**src/rtl/dbr_pkg.sv**
```systemverilog
package dbr_pkg;
  typedef enum logic [2:0] {
    K_NONE, K_JMP, K_JMPL, K_BCLR, K_BSET, K_JREG, K_JREGL
  } br_kind_e;

  localparam logic [5:0] OPC_JMP   = 6'h00;
  localparam logic [5:0] OPC_JMPL  = 6'h01;
  localparam logic [5:0] OPC_BCLR  = 6'h03;
  localparam logic [5:0] OPC_BSET  = 6'h04;
  localparam logic [5:0] OPC_JREG  = 6'h11;
  localparam logic [5:0] OPC_JREGL = 6'h12;
endpackage

```
**src/rtl/dbr_decode.sv**
```systemverilog
module dbr_decode
  import dbr_pkg::*;
#(
  parameter int XLEN   = 32,
  parameter int OPC_W  = 6,
  parameter int OFF_W  = 26,
  parameter int RIDX_W = 5,
  parameter int RIDX_LSB = 11
) (
  input  logic [XLEN-1:0]   insn_i,
  output br_kind_e          kind_o,
  output logic              is_branch_o,
  output logic              is_link_o,
  output logic [OFF_W-1:0]  offset_o,
  output logic [RIDX_W-1:0] src_idx_o
);
  localparam int OPC_LSB = XLEN - OPC_W;

  logic [OPC_W-1:0] opc;
  assign opc       = insn_i[XLEN-1:OPC_LSB];
  assign offset_o  = insn_i[OFF_W-1:0];
  assign src_idx_o = insn_i[RIDX_LSB +: RIDX_W];

  always_comb begin
    case (opc)
      OPC_JMP:   kind_o = K_JMP;
      OPC_JMPL:  kind_o = K_JMPL;
      OPC_BCLR:  kind_o = K_BCLR;
      OPC_BSET:  kind_o = K_BSET;
      OPC_JREG:  kind_o = K_JREG;
      OPC_JREGL: kind_o = K_JREGL;
      default:   kind_o = K_NONE;
    endcase
  end

  assign is_branch_o = (kind_o != K_NONE);
  assign is_link_o   = (kind_o == K_JMPL) || (kind_o == K_JREGL);
endmodule

```
**src/rtl/dbr_target.sv**
```systemverilog
module dbr_target
  import dbr_pkg::*;
#(
  parameter int XLEN  = 32,
  parameter int OFF_W = 26
) (
  input  br_kind_e         kind_i,
  input  logic [OFF_W-1:0] offset_i,
  input  logic [XLEN-1:0]  pc_i,
  input  logic             flag_i,
  input  logic [XLEN-1:0]  src_val_i,
  output logic             taken_o,
  output logic [XLEN-1:0]  target_o,
  output logic [XLEN-1:0]  link_data_o,
  output logic             misalign_o
);
  localparam int EXT_W = XLEN - OFF_W;
  localparam logic [XLEN-1:0] SLOT_SKIP = XLEN'(8);

  logic [XLEN-1:0] off_ext;
  logic [XLEN-1:0] rel_tgt;
  logic            reg_form;

  generate
    if (EXT_W > 0) begin : g_ext
      assign off_ext = {{EXT_W{offset_i[OFF_W-1]}}, offset_i};
    end else begin : g_trunc
      assign off_ext = offset_i[XLEN-1:0];
    end
  endgenerate

  assign rel_tgt     = pc_i + (off_ext << 2);
  assign reg_form    = (kind_i == K_JREG) || (kind_i == K_JREGL);
  assign target_o    = reg_form ? src_val_i : rel_tgt;
  assign link_data_o = pc_i + SLOT_SKIP;
  assign misalign_o  = reg_form && (src_val_i[1:0] != 2'b00);

  always_comb begin
    case (kind_i)
      K_BSET:  taken_o = flag_i;
      K_BCLR:  taken_o = ~flag_i;
      K_NONE:  taken_o = 1'b0;
      default: taken_o = 1'b1;
    endcase
  end
endmodule

```
**src/rtl/dbr_slot_ctrl.sv**
```systemverilog
module dbr_slot_ctrl #(
  parameter int XLEN = 32
) (
  input  logic            clk_i,
  input  logic            rst_ni,
  input  logic            flush_i,
  input  logic            fire_i,
  input  logic            is_branch_i,
  input  logic            is_link_i,
  input  logic            other_claim_i,
  input  logic            taken_i,
  input  logic [XLEN-1:0] target_i,
  input  logic [XLEN-1:0] link_data_i,
  input  logic            misalign_i,
  output logic            link_we_o,
  output logic [XLEN-1:0] link_data_o,
  output logic            redirect_o,
  output logic [XLEN-1:0] redirect_pc_o,
  output logic            illegal_o,
  output logic            misalign_o
);
  logic            pend_q, pend_d;
  logic            take_q, take_d;
  logic [XLEN-1:0] tgt_q, tgt_d;
  logic            arm;
  logic            redir_d, lwe_d, ill_d, mis_d;

  // next state
  always_comb begin
    arm    = fire_i && !pend_q && is_branch_i;
    pend_d = pend_q;
    take_d = take_q;
    tgt_d  = tgt_q;
    if (flush_i) begin
      pend_d = 1'b0;
      take_d = 1'b0;
    end else if (fire_i) begin
      pend_d = arm;
      take_d = arm && taken_i && !misalign_i;
      if (arm) tgt_d = target_i;
    end
    redir_d = fire_i && pend_q && take_q;
    lwe_d   = arm && is_link_i;
    ill_d   = fire_i && ((pend_q && is_branch_i) ||
                         (!is_branch_i && !other_claim_i));
    mis_d   = arm && misalign_i;
  end

  // registers
  always_ff @(posedge clk_i or negedge rst_ni) begin
    if (!rst_ni) begin
      pend_q     <= 1'b0;
      take_q     <= 1'b0;
      tgt_q      <= '0;
      redirect_o <= 1'b0;
      link_we_o  <= 1'b0;
      illegal_o  <= 1'b0;
      misalign_o <= 1'b0;
    end else begin
      pend_q     <= pend_d;
      take_q     <= take_d;
      tgt_q      <= tgt_d;
      redirect_o <= redir_d;
      link_we_o  <= lwe_d;
      illegal_o  <= ill_d;
      misalign_o <= mis_d;
    end
  end

  always_ff @(posedge clk_i or negedge rst_ni) begin
    if (!rst_ni) begin
      redirect_pc_o <= '0;
    end else if (redir_d) begin
      redirect_pc_o <= tgt_q;
    end
  end

  always_ff @(posedge clk_i or negedge rst_ni) begin
    if (!rst_ni) begin
      link_data_o <= '0;
    end else if (lwe_d) begin
      link_data_o <= link_data_i;
    end
  end

  a_r6_slot_then_redirect: assert property (@(posedge clk_i) disable iff (!rst_ni)
    (fire_i && pend_q && take_q) |=> redirect_o);

  a_r6_no_double_redirect: assert property (@(posedge clk_i) disable iff (!rst_ni)
    redirect_o |-> !$past(redirect_o));

  a_r9_flush_clears: assert property (@(posedge clk_i) disable iff (!rst_ni)
    flush_i |=> (!redirect_o && !pend_q));

  a_r8_illegal_no_link: assert property (@(posedge clk_i) disable iff (!rst_ni)
    illegal_o |-> !link_we_o);

  a_r10_misalign_unarmed: assert property (@(posedge clk_i) disable iff (!rst_ni)
    misalign_o |-> (pend_q && !take_q));
endmodule

```
**src/rtl/dbr_unit.sv**
```systemverilog
module dbr_unit
  import dbr_pkg::*;
#(
  parameter int XLEN     = 32,
  parameter int OPC_W    = 6,
  parameter int OFF_W    = 26,
  parameter int RIDX_W   = 5,
  parameter int LINK_REG = 9
) (
  input  logic              clk_i,
  input  logic              rst_ni,
  input  logic              flush_i,
  input  logic              issue_valid_i,
  output logic              issue_ready_o,
  input  logic [XLEN-1:0]   insn_i,
  input  logic [XLEN-1:0]   pc_i,
  input  logic              flag_i,
  input  logic [XLEN-1:0]   src_val_i,
  input  logic              other_claim_i,
  output logic [RIDX_W-1:0] src_idx_o,
  output logic              link_we_o,
  output logic [RIDX_W-1:0] link_idx_o,
  output logic [XLEN-1:0]   link_data_o,
  output logic              redirect_o,
  output logic [XLEN-1:0]   redirect_pc_o,
  output logic              illegal_o,
  output logic              misalign_o
);
  br_kind_e         kind;
  logic             is_branch, is_link, taken, mis;
  logic [OFF_W-1:0] offset;
  logic [XLEN-1:0]  target, ldata;
  logic             fire;

  assign issue_ready_o = ~flush_i;
  assign fire          = issue_valid_i && issue_ready_o;
  assign link_idx_o    = RIDX_W'(LINK_REG);

  dbr_decode #(.XLEN(XLEN), .OPC_W(OPC_W), .OFF_W(OFF_W), .RIDX_W(RIDX_W)) u_dec (
    .insn_i     (insn_i),
    .kind_o     (kind),
    .is_branch_o(is_branch),
    .is_link_o  (is_link),
    .offset_o   (offset),
    .src_idx_o  (src_idx_o)
  );

  dbr_target #(.XLEN(XLEN), .OFF_W(OFF_W)) u_tgt (
    .kind_i     (kind),
    .offset_i   (offset),
    .pc_i       (pc_i),
    .flag_i     (flag_i),
    .src_val_i  (src_val_i),
    .taken_o    (taken),
    .target_o   (target),
    .link_data_o(ldata),
    .misalign_o (mis)
  );

  dbr_slot_ctrl #(.XLEN(XLEN)) u_ctl (
    .clk_i        (clk_i),
    .rst_ni       (rst_ni),
    .flush_i      (flush_i),
    .fire_i       (fire),
    .is_branch_i  (is_branch),
    .is_link_i    (is_link),
    .other_claim_i(other_claim_i),
    .taken_i      (taken),
    .target_i     (target),
    .link_data_i  (ldata),
    .misalign_i   (mis),
    .link_we_o    (link_we_o),
    .link_data_o  (link_data_o),
    .redirect_o   (redirect_o),
    .redirect_pc_o(redirect_pc_o),
    .illegal_o    (illegal_o),
    .misalign_o   (misalign_o)
  );
endmodule

```
**config.mk**
```make
export PLATFORM = sky130hd
export DESIGN_NAME = dbr_unit
export DESIGN_NICKNAME = d
export VERILOG_FILES = /design/src/rtl/dbr_pkg.sv /design/src/rtl/dbr_decode.sv /design/src/rtl/dbr_target.sv /design/src/rtl/dbr_slot_ctrl.sv /design/src/rtl/dbr_unit.sv
export SDC_FILE = /design/constraint.sdc
export NUM_CORES = 1
export LEC_CHECK = 0
export BUFFER_PORTS_ARGS = -buffer_cell sky130_fd_sc_hd__buf_2
export CELL_PAD_IN_SITES_DETAIL_PLACEMENT = 0
export CELL_PAD_IN_SITES_GLOBAL_PLACEMENT = 1
export CORE_MARGIN = 2
export CORE_UTILIZATION = 40
export CTS_BUF_LIST = sky130_fd_sc_hd__clkbuf_4 sky130_fd_sc_hd__clkbuf_8 sky130_fd_sc_hd__clkbuf_16
export CTS_CLUSTER_DIAMETER = 80
export DETAILED_ROUTE_END_ITERATION = 12
export GPL_TIMING_DRIVEN = 0
export MAX_ROUTING_LAYER = met4
export PLACE_DENSITY_LB_ADDON = 0.1
export SLEW_MARGIN = 10
export SYNTH_ARGS = -nofsm -noshare
export SYNTH_HDL_FRONTEND = slang
export SYNTH_SLANG_ARGS = --single-unit
```
**constraint.sdc**
```tcl
create_clock -name clk_i -period 3.89 [get_ports clk_i]
set_input_delay 0.1945 -clock clk_i [delete_from_list [all_inputs] [get_ports clk_i]]
set_output_delay 0.1945 -clock clk_i [all_outputs]
set_load 0.03 [all_outputs]
```
Word-level counts from Yosys, hierarchy flattened. Index checks and enable logic that the tools add are counted.

Register bits: 102. Word-level logic and storage cells: 56. Input port bits: 102.

Eq/ne operators: 10. Reduce and logical (&&, ||, !) cells: 26. Bitwise operators: 2. Add/sub/neg operators: 2. Mux-type cells: 7.

Operators by type and width (number): $add A32 B32 Y32 (1); $add A32 B4 Y32 const B (1); $mux W32 (1); $pmux W3 S6 (1); $logic_and A1 B1 Y1 (13); $eq A6 B5 Y1 const B (2); $eq A3 B3 Y1 const B (3); $eq A3 B2 Y1 const B (2); $eq A6 B1 Y1 const B (1); $eq A6 B2 Y1 const B (1); $eq A6 B3 Y1 const B (1); $logic_not A6 Y1 (1); $logic_not A1 Y1 (4); $mux W1 (4); $reduce_bool A2 Y1 (2); $logic_not A3 Y1 (1); $logic_or A1 B1 Y1 (3); $pmux W1 S3 (1); $reduce_and A3 Y1 (1); $reduce_bool A3 Y1 (1); $not A1 Y1 (2).

Logic depth before layout (Yosys ltp). Gate-level depths: netlist of the first run.

Depth after elaboration: 9. Mapped depth: 9. Gate-level depth less buffers: 9.

Hierarchy. A second synthesis of the first run with hierarchy kept.

Cell total of the unflattened synthesis: 686. Area, all modules: 6940.4 um2.

By module, submodules not included: dbr_slot_ctrl (cells an instance 224, instances 1, seq. area each 2552.4 um2, area an instance 3965.1 um2); dbr_target (cells an instance 402, instances 1, seq. area each 0.0 um2, area an instance 2565.0 um2); dbr_decode (cells an instance 51, instances 1, seq. area each 0.0 um2, area an instance 355.3 um2); dbr_unit (cells an instance 9, instances 1, seq. area each 0.0 um2, area an instance 55.1 um2).

Worst setup path before layout of the first run. OpenSTA, ideal clock, no wires.

Kind: input -> register. Start: input insn_i[0]. End: register u_ctl.tgt_q[28]. Arrival: 2340 ps. Slack: 1412 ps. Setup time: 138 ps. Cell stages on the path: 9. Buffers on the path: 0. Path through: ha_1 -> fa_1 -> a21o_1 -> a2111oi_4 -> o21ai_2 -> a211o_2 -> a211oi_2 -> xor2_1 -> o22ai_1.

Cells in the longest elaborated chain, start to end: 2.

RTL lines: start: declaration (line dbr_unit.sv:15) `input logic [XLEN-1:0] insn_i,`; $add A32 B32 Y32 (line dbr_target.sv:32) `assign rel_tgt = pc_i + (off_ext << 2);`; $mux W32 (line dbr_target.sv:34) `assign target_o = reg_form ? src_val_i : rel_tgt;`; end signal: assignment (line dbr_slot_ctrl.sv:62) `tgt_q <= tgt_d;`; end: declaration (line dbr_slot_ctrl.sv:24) `logic [XLEN-1:0] tgt_q, tgt_d;`.

Every way passes these cells. A chain may end at the register's enable or synchronous reset.

Worst setup path in the final report of the first run. Ends and elaborated chain as after synthesis.

==> metrics.txt, run 1 <==
area of the core=0.0157 mm²; Mapped Area=0.00637 mm²; worst min path class=in -> reg; final wirelength=18,900 µm; Cell Count, Final, Fillers Out=1,180; Finish-stage setup viols=0; ys async rst share=100%; HPWL after DPL=15,100 µm; Syn. warnings=0; GRT overflow=0; LEAKAGE=4.00 nW; Setup WS post-layout=1320 ps; Max Freq=389 MHz; number of distinct library cells after synthesis=61; slew margin rel.=56.9%; top post-synthesis cells by area=dfrtp_1 40%, nand2_1 9.7%, a21oi_1 6.1%; first-pass GRT wire length=30,100 µm; layout cells sized above 1=22.6%; Placed Instance Area=0.00755 mm²; Initial Util=40.5%; Sw Share=30.5%; CTS Root Cell=clkbuf_16; DRC=0; Die X=130 µm; clk sinks=102; Worst Path Max Fanout=6; synthesis-stage register bit count=102; CP arrival=2780 ps; max-slew violation count=0; Placed Cells=1,164; drt wl/cell=16.0 µm; Post-DRT Antenna Nets=0; P per Cell Area=374 mW/mm²; RSZ-0062 raised after global routing=no; setup_tns=0 ps; synthesized instance count=770; CP max stage delay=470 ps; Clock Skews=7.00 ps; area delta synth->final=24.0%; First-pass DRT Iterations=7; outcome=completed; crit path capture type=flip-flop; antenna violations before repair=0; largest net degree at the start of global routing=55; Antenna diodes=0; Yosys top cell area share=40.1%; syn avg cell area=8.27 µm²; kind of critical path=in -> reg; max-cap check violation count=0; final hold vios=0; CP top delay family=compound AO/OA/AOI/OAI gates; Die Ht=130 µm; Yosys top cell by area=dfrtp_1; Final nets=1,093; Tot GR Track Use=23.5%; Clock Path Buffers=2; Vias per Instance=5.13; Comb power frac=23.0%; Final min period=2570 ps; Max VDD drop=0.235 mV; Post-synth EDFFs=0; Reg clk slew, reported paths=70 ps; DP Worst Slack=977 ps; Ports=181; DRT iter0 DRCs=366; vias in the first global route=5,799; Site Rows=46; die area=0.0169 mm²; CTS buffer count=9; fin area=0.00789 mm²; critical path startpoint category=input pin; ys flop type=dfrtp_1; WP data required=4100 ps; slowest CP cell=a2111oi_4; fin crit share=66.0%; H-tree depth=3; Power Internal=0.00205 W; worst path bufs/invs=1; DR vias=6,048; CTS tree=done; net switching power=0.000900 W; PostCTS Resize Cnt=0; crit path cell chain=buf_2 -> ha_1 -> fa_1 -> a21o_1 -> a2111oi_4 -> o21ai_2 -> a211o_2 -> a211oi_2 -> xor2_1 -> o22ai_1; Seq pwr share=42.4%; post-synthesis sequential area ratio=40.1%; worst-margin pin slew=641 ps; # port buffers=174; Final GP Congestion=0.893; Clock Power Share=34.6%; later-pin clock latency in the skew report=350 ps
[path summary, 6_finish.rpt]
path,end,cells after the start,start,slack (ps)
worst min-delay path,u_ctl.illegal_o$_DFF_PN0_,2,other_claim_i,40
min in group asynchronous,u_ctl.redirect_pc_o[4]$_DFFE_PN0P_,2,rst_ni,360
max in group asynchronous,u_ctl.link_data_o[24]$_DFFE_PN0P_,3,rst_ni,2910
worst max-delay path,u_ctl.tgt_q[28]$_DFFE_PN0P_,10,insn_i[0],1320
worst max register to register,u_ctl.link_data_o[15]$_DFFE_PN0P_,6,u_ctl.pend_q$_DFFE_PN0P_,1470
worst min register to register,u_ctl.redirect_pc_o[21]$_DFFE_PN0P_,2,u_ctl.tgt_q[21]$_DFFE_PN0P_,460
[power groups by stage]
stage / clock [W] / sequential, W / combinational (W)
after floorplan: 0 / 0.00127 / 0.000424
after global placement: 0 / 0.00127 / 0.000662
after detailed placement: 0 / 0.00127 / 0.000679
after CTS: 0.00104 / 0.00125 / 0.000683
after global routing: 0.00108 / 0.00127 / 0.000760
final: 0.00102 / 0.00125 / 0.000679
[kinds of logic (layout without fill, tap and decap cells)]
| family | count (synthesis) | count (layout) | share of synthesized area, % |
|---|---|---|---|
| buffers and inverters | 62 | 253 | 4.44 |
| xor gates and xnor gates | 53 | 53 | 7.29 |
| muxes | 8 | 8 | 1.34 |
| AOI/OAI and AO/OA | 181 | 181 | 17.7 |
| other | 2 | 5 | 0.118 |
| DFF | 102 | 102 | 40.1 |
| adders and majority gates | 31 | 31 | 6.21 |
| and+or+nand+nor | 331 | 331 | 22.8 |
[area by class of cell]
type | count | area [µm²]
Timing Repair Buffer | 176 | 915
Clock buffer | 11 | 253
Clock inverter | 4 | 77.6
Fill cell | 1592 | 7820
Tap cell | 216 | 270
Buffer | 50 | 238
Inverter | 12 | 45.0
Sequential cell | 102 | 2550
Multi-Input combinational cell | 609 | 3540
[sequential cells by signal, indices dropped and copies added, names as in the netlist]
register	cells
u_ctl.link_data_o	32
u_ctl.redirect_pc_o	32
u_ctl.tgt_q	32
u_ctl.illegal_o	1
u_ctl.link_we_o	1
u_ctl.misalign_o	1
u_ctl.pend_q	1
u_ctl.redirect_o	1
u_ctl.take_q	1
[cells in the final DEF (no fill, tap or decap), drive strengths merged, types with 4 or more instances in the layout]
cell type  instances
ha                30
nand2            165
a211o              4
o21a               7
o21ai             31
xnor2             21
nor2              87
nand4             14
a31oi             10
o22ai              4
nand3             23
a211oi            11
clkbuf            42
mux2               4
o211ai            12
mux2i              4
and3               7
inv               14
a21o               8
xor2              32
dfrtp            102
nor3              10
conb               5
a21oi             77
buf              194
and4               5
[cells in the mapped netlist, drive strengths merged, types with 4 or more instances]
master and count:
a211o 4, a211oi 11, a21o 8, a21oi 77
a31oi 10, and3 7, and4 5, buf 19
clkbuf 31, dfrtp 102, ha 30, inv 12
mux2 4, mux2i 4, nand2 165, nand3 23
nand4 14, nor2 87, nor3 10, o211ai 12
o21a 7, o21ai 31, o22ai 4, xnor2 21
xor2 32
[worst register-to-register path, cell delays in order (launching register included)]
cell	delay, ps
dfrtp_1	420
nor3_1	270
nand3_2	250
nor4b_4	610
buf_2	370
buf_2	280
a21oi_1	110
[per-stage QoR]
stage | hold slack (ps) | util [%] | total power, W
floorplan | -101 | - | 0.00170
global placement | 402 | 47.9 | 0.00193
detailed placement | 177 | 48.1 | 0.00195
CTS | 26.6 | 50.2 | 0.00297
global route | 34.0 | 50.2 | 0.00311
finish | 40.4 | 50.2 | 0.00295
[metal layers]
metal  up-vias  track usage, %  routed length [µm]
met5         -               -                   0
met4         0            6.58                 276
met3        17            2.87                 879
met2       175            36.2                8560
met1      2814            32.7                9140
li1       3042               -                   -
[timing repair]
| item | CTS | global route |
|---|---|---|
| buffers inserted | 0 | 0 |
| endpoints found under the hold margin | 53 | 0 |
| hold buffers | 1 | 0 |
Note: power is estimated with default switching activity, not from simulation.
==> inputs of run 2 (changes only) <==
Settings changed: CORE_UTILIZATION 40 to 39.
Clock period 3.89 ns to 2.65 ns, I/O delays scaled along.
==> metrics.txt, run 2 (synthesis gave the netlist of run 1 again) <==
outcome=completed (unchanged); Finish-stage setup viols=0 (unchanged); CTS buffer count=9 (unchanged); Antenna diodes=0 (unchanged); RSZ-0062 raised after global routing=no (unchanged); R2R depth=6 (unchanged); Die Ht=132 µm (was 130 µm); Max VDD drop=0.314 mV (was 0.235 mV); antenna violations before repair=0 (unchanged); commonest non-fill, non-tap cell in the layout=buf_2 (unchanged); worst min path class=in -> reg (unchanged); Min-Delay Startpoint=src_val_i[21] (was other_claim_i); Clock Skews=6.93 ps (was 7.00 ps); hold_buf cts=3 (was 1); Final nets=1,095 (was 1,093); # port buffers=174 (unchanged); Final Power=0.00424 W (was 0.00295 W); commonest non-fill, non-tap cells in the layout=177 x buf_2, 165 x nand2_1, 102 x dfrtp_1 (unchanged); Tot GR Track Use=23.0% (was 23.5%); setup repair bufs after CTS=0 (unchanged); drt wl/cell=16.3 µm (was 16.0 µm); Vias per Instance=5.11 (was 5.13); largest net degree at the start of global routing=53 (was 55); slowest CP cell=a2111oi_4 (unchanged); First-pass DRT Iterations=6 (was 7); fin area=0.00789 mm² (about the same); Post-DRT Antenna Nets=0 (unchanged); die area=0.0174 mm² (was 0.0169 mm²); worst r2r dst=u_ctl.link_data_o[16]$_DFFE_PN0P_ (was u_ctl.link_data_o[15]$_DFFE_PN0P_); CP max stage delay=460 ps (was 470 ps); Layout Utilization=49.5% (was 50.2%); kind of critical path=in -> reg (unchanged); max-slew violation count=0 (unchanged); r2r setup slk=180 ps (was 1470 ps); layout cells sized above 1=22.6% (about the same); critical path startpoint category=input pin (unchanged); GRT overflow=0 (unchanged); Final min period=2540 ps; DRC=0 (unchanged); later-pin clock latency in the skew report=360 ps (was 350 ps); Reg clk slew, reported paths=70 ps (about the same); CTS tree=done (unchanged); LEAKAGE=4.00 nW (about the same); DRT iter0 DRCs=343 (was 366); vias in the first global route=5,979 (was 5,799); Setup WS post-layout=115 ps (was 1320 ps); Ports=181 (unchanged); Initial Util=39.9% (was 40.5%); Filler cells=1,640 (was 1,592); Final GP Congestion=0.850 (was 0.893); hold depth=3 (was 2); CP arrival=2750 ps (was 2780 ps); Worst Path Max Fanout=6 (unchanged); crit path capture type=flip-flop (unchanged); RR Startpoint=u_ctl.pend_q$_DFFE_PN0P_ (unchanged); final wirelength=19,300 µm (was 18,900 µm); first-pass GRT wire length=31,200 µm (was 30,100 µm); area delta synth->final=23.9% (was 24.0%); Die X=132 µm (was 130 µm); Placed Instance Area=0.00755 mm² (unchanged); HPWL after DPL=15,400 µm (was 15,100 µm); CTS Root Cell=clkbuf_16 (unchanged); PostCTS Resize Cnt=0 (unchanged); crit path cell chain=buf_2 -> ha_1 -> fa_1 -> a21o_1 -> a2111oi_4 -> o21ai_2 -> a211o_2 -> a211oi_2 -> xor2_1 -> o22ai_1 (unchanged); final hold vios=0 (unchanged); H-tree depth=3 (unchanged); DP Worst Slack=-214 ps (was 977 ps); max-cap check violation count=0 (unchanged); fin crit share=95.7%; slew margin rel.=52.8% (was 56.9%); clk sinks=102 (unchanged); biggest regs=u_ctl.link_data_o x32, u_ctl.redirect_pc_o x32, u_ctl.tgt_q x32 (unchanged); worst-margin pin slew=701 ps (was 641 ps); DR vias=6,050 (was 6,048); P per Cell Area=538 mW/mm² (was 374 mW/mm²); WP data required=2860 ps (was 4100 ps); area of the core=0.0159 mm² (was 0.0157 mm²); WHS Endpoint=u_ctl.tgt_q[21]$_DFFE_PN0P_ (was u_ctl.illegal_o$_DFF_PN0_); Clock Path Buffers=2 (unchanged); Max Freq=394 MHz; hold slack=37.9 ps (was 40.4 ps); Site Rows=46 (unchanged)
-- run 2: per-layer routing --
| layer | vias to the layer above | share of wire (%) | global-route usage, % |
|---|---|---|---|
| li1 | 3056 | - | - |
| met1 | 2798 | 49 | 32.2 |
| met2 | 182 | 45 | 35.7 |
| met3 | 14 | 4.2 | 2.92 |
| met4 | 0 | 0.95 | 5.74 |
| met5 | - | 0 | - |
-- run 2: worst max-delay path by stage --
stage / from / endpoint / slack [ps] / cells past startpoint
after CTS: u_ctl.pend_q$_DFFE_PN0P_ / u_ctl.link_data_o[15]$_DFFE_PN0P_ / 150 / 6
after global routing: insn_i[0] / u_ctl.tgt_q[28]$_DFFE_PN0P_ / 6 / 10
final: insn_i[0] / u_ctl.tgt_q[28]$_DFFE_PN0P_ / 110 / 10
after detailed placement: insn_i[0] / u_ctl.tgt_q[28]$_DFFE_PN0P_ / -210 / 10
after floorplan: insn_i[0] / u_ctl.tgt_q[28]$_DFFE_PN0P_ / 230 / 9
after global placement: insn_i[0] / u_ctl.tgt_q[28]$_DFFE_PN0P_ / -140 / 10
-- run 2: report_power, final --
| group | total, W | internal, W | switching (W) |
|---|---|---|---|
| registers | 0.00184 | 0.00173 | 0.000114 |
| clock network | 0.00139 | 0.000766 | 0.000626 |
| logic | 0.00101 | 0.000403 | 0.000603 |
| total | 0.00424 | 0.00290 | 0.00134 |
-- run 2: through the flow --
stage | cells | setup TNS (ps)
floorplan | 773 | 0
global placement | 1163 | -320
detailed placement | 1164 | -887
CTS | 1183 | 0
global route | 1183 | 0
finish | 1183 | 0
-- run 2: cell type report --
type                       instances  area [µm²]  share of cell area [%]
multi-input combinational        609        3540                    44.9
sequential                       102        2550                    32.4
timing repair buffer             178         935                    11.8
tap                              216         270                    3.43
clock buffer                      10         239                    3.03
buffer                            50         238                    3.01
clock inverter                     6        67.6                   0.856
inverter                          12        45.0                   0.571
-- run 2: worst max-delay path, delay by kind of cell --
family,cells,cell delay [ps]
xor+xnor,1,250
compound gates,6,1610
fa+ha+maj,2,640
buf+inv,1,100
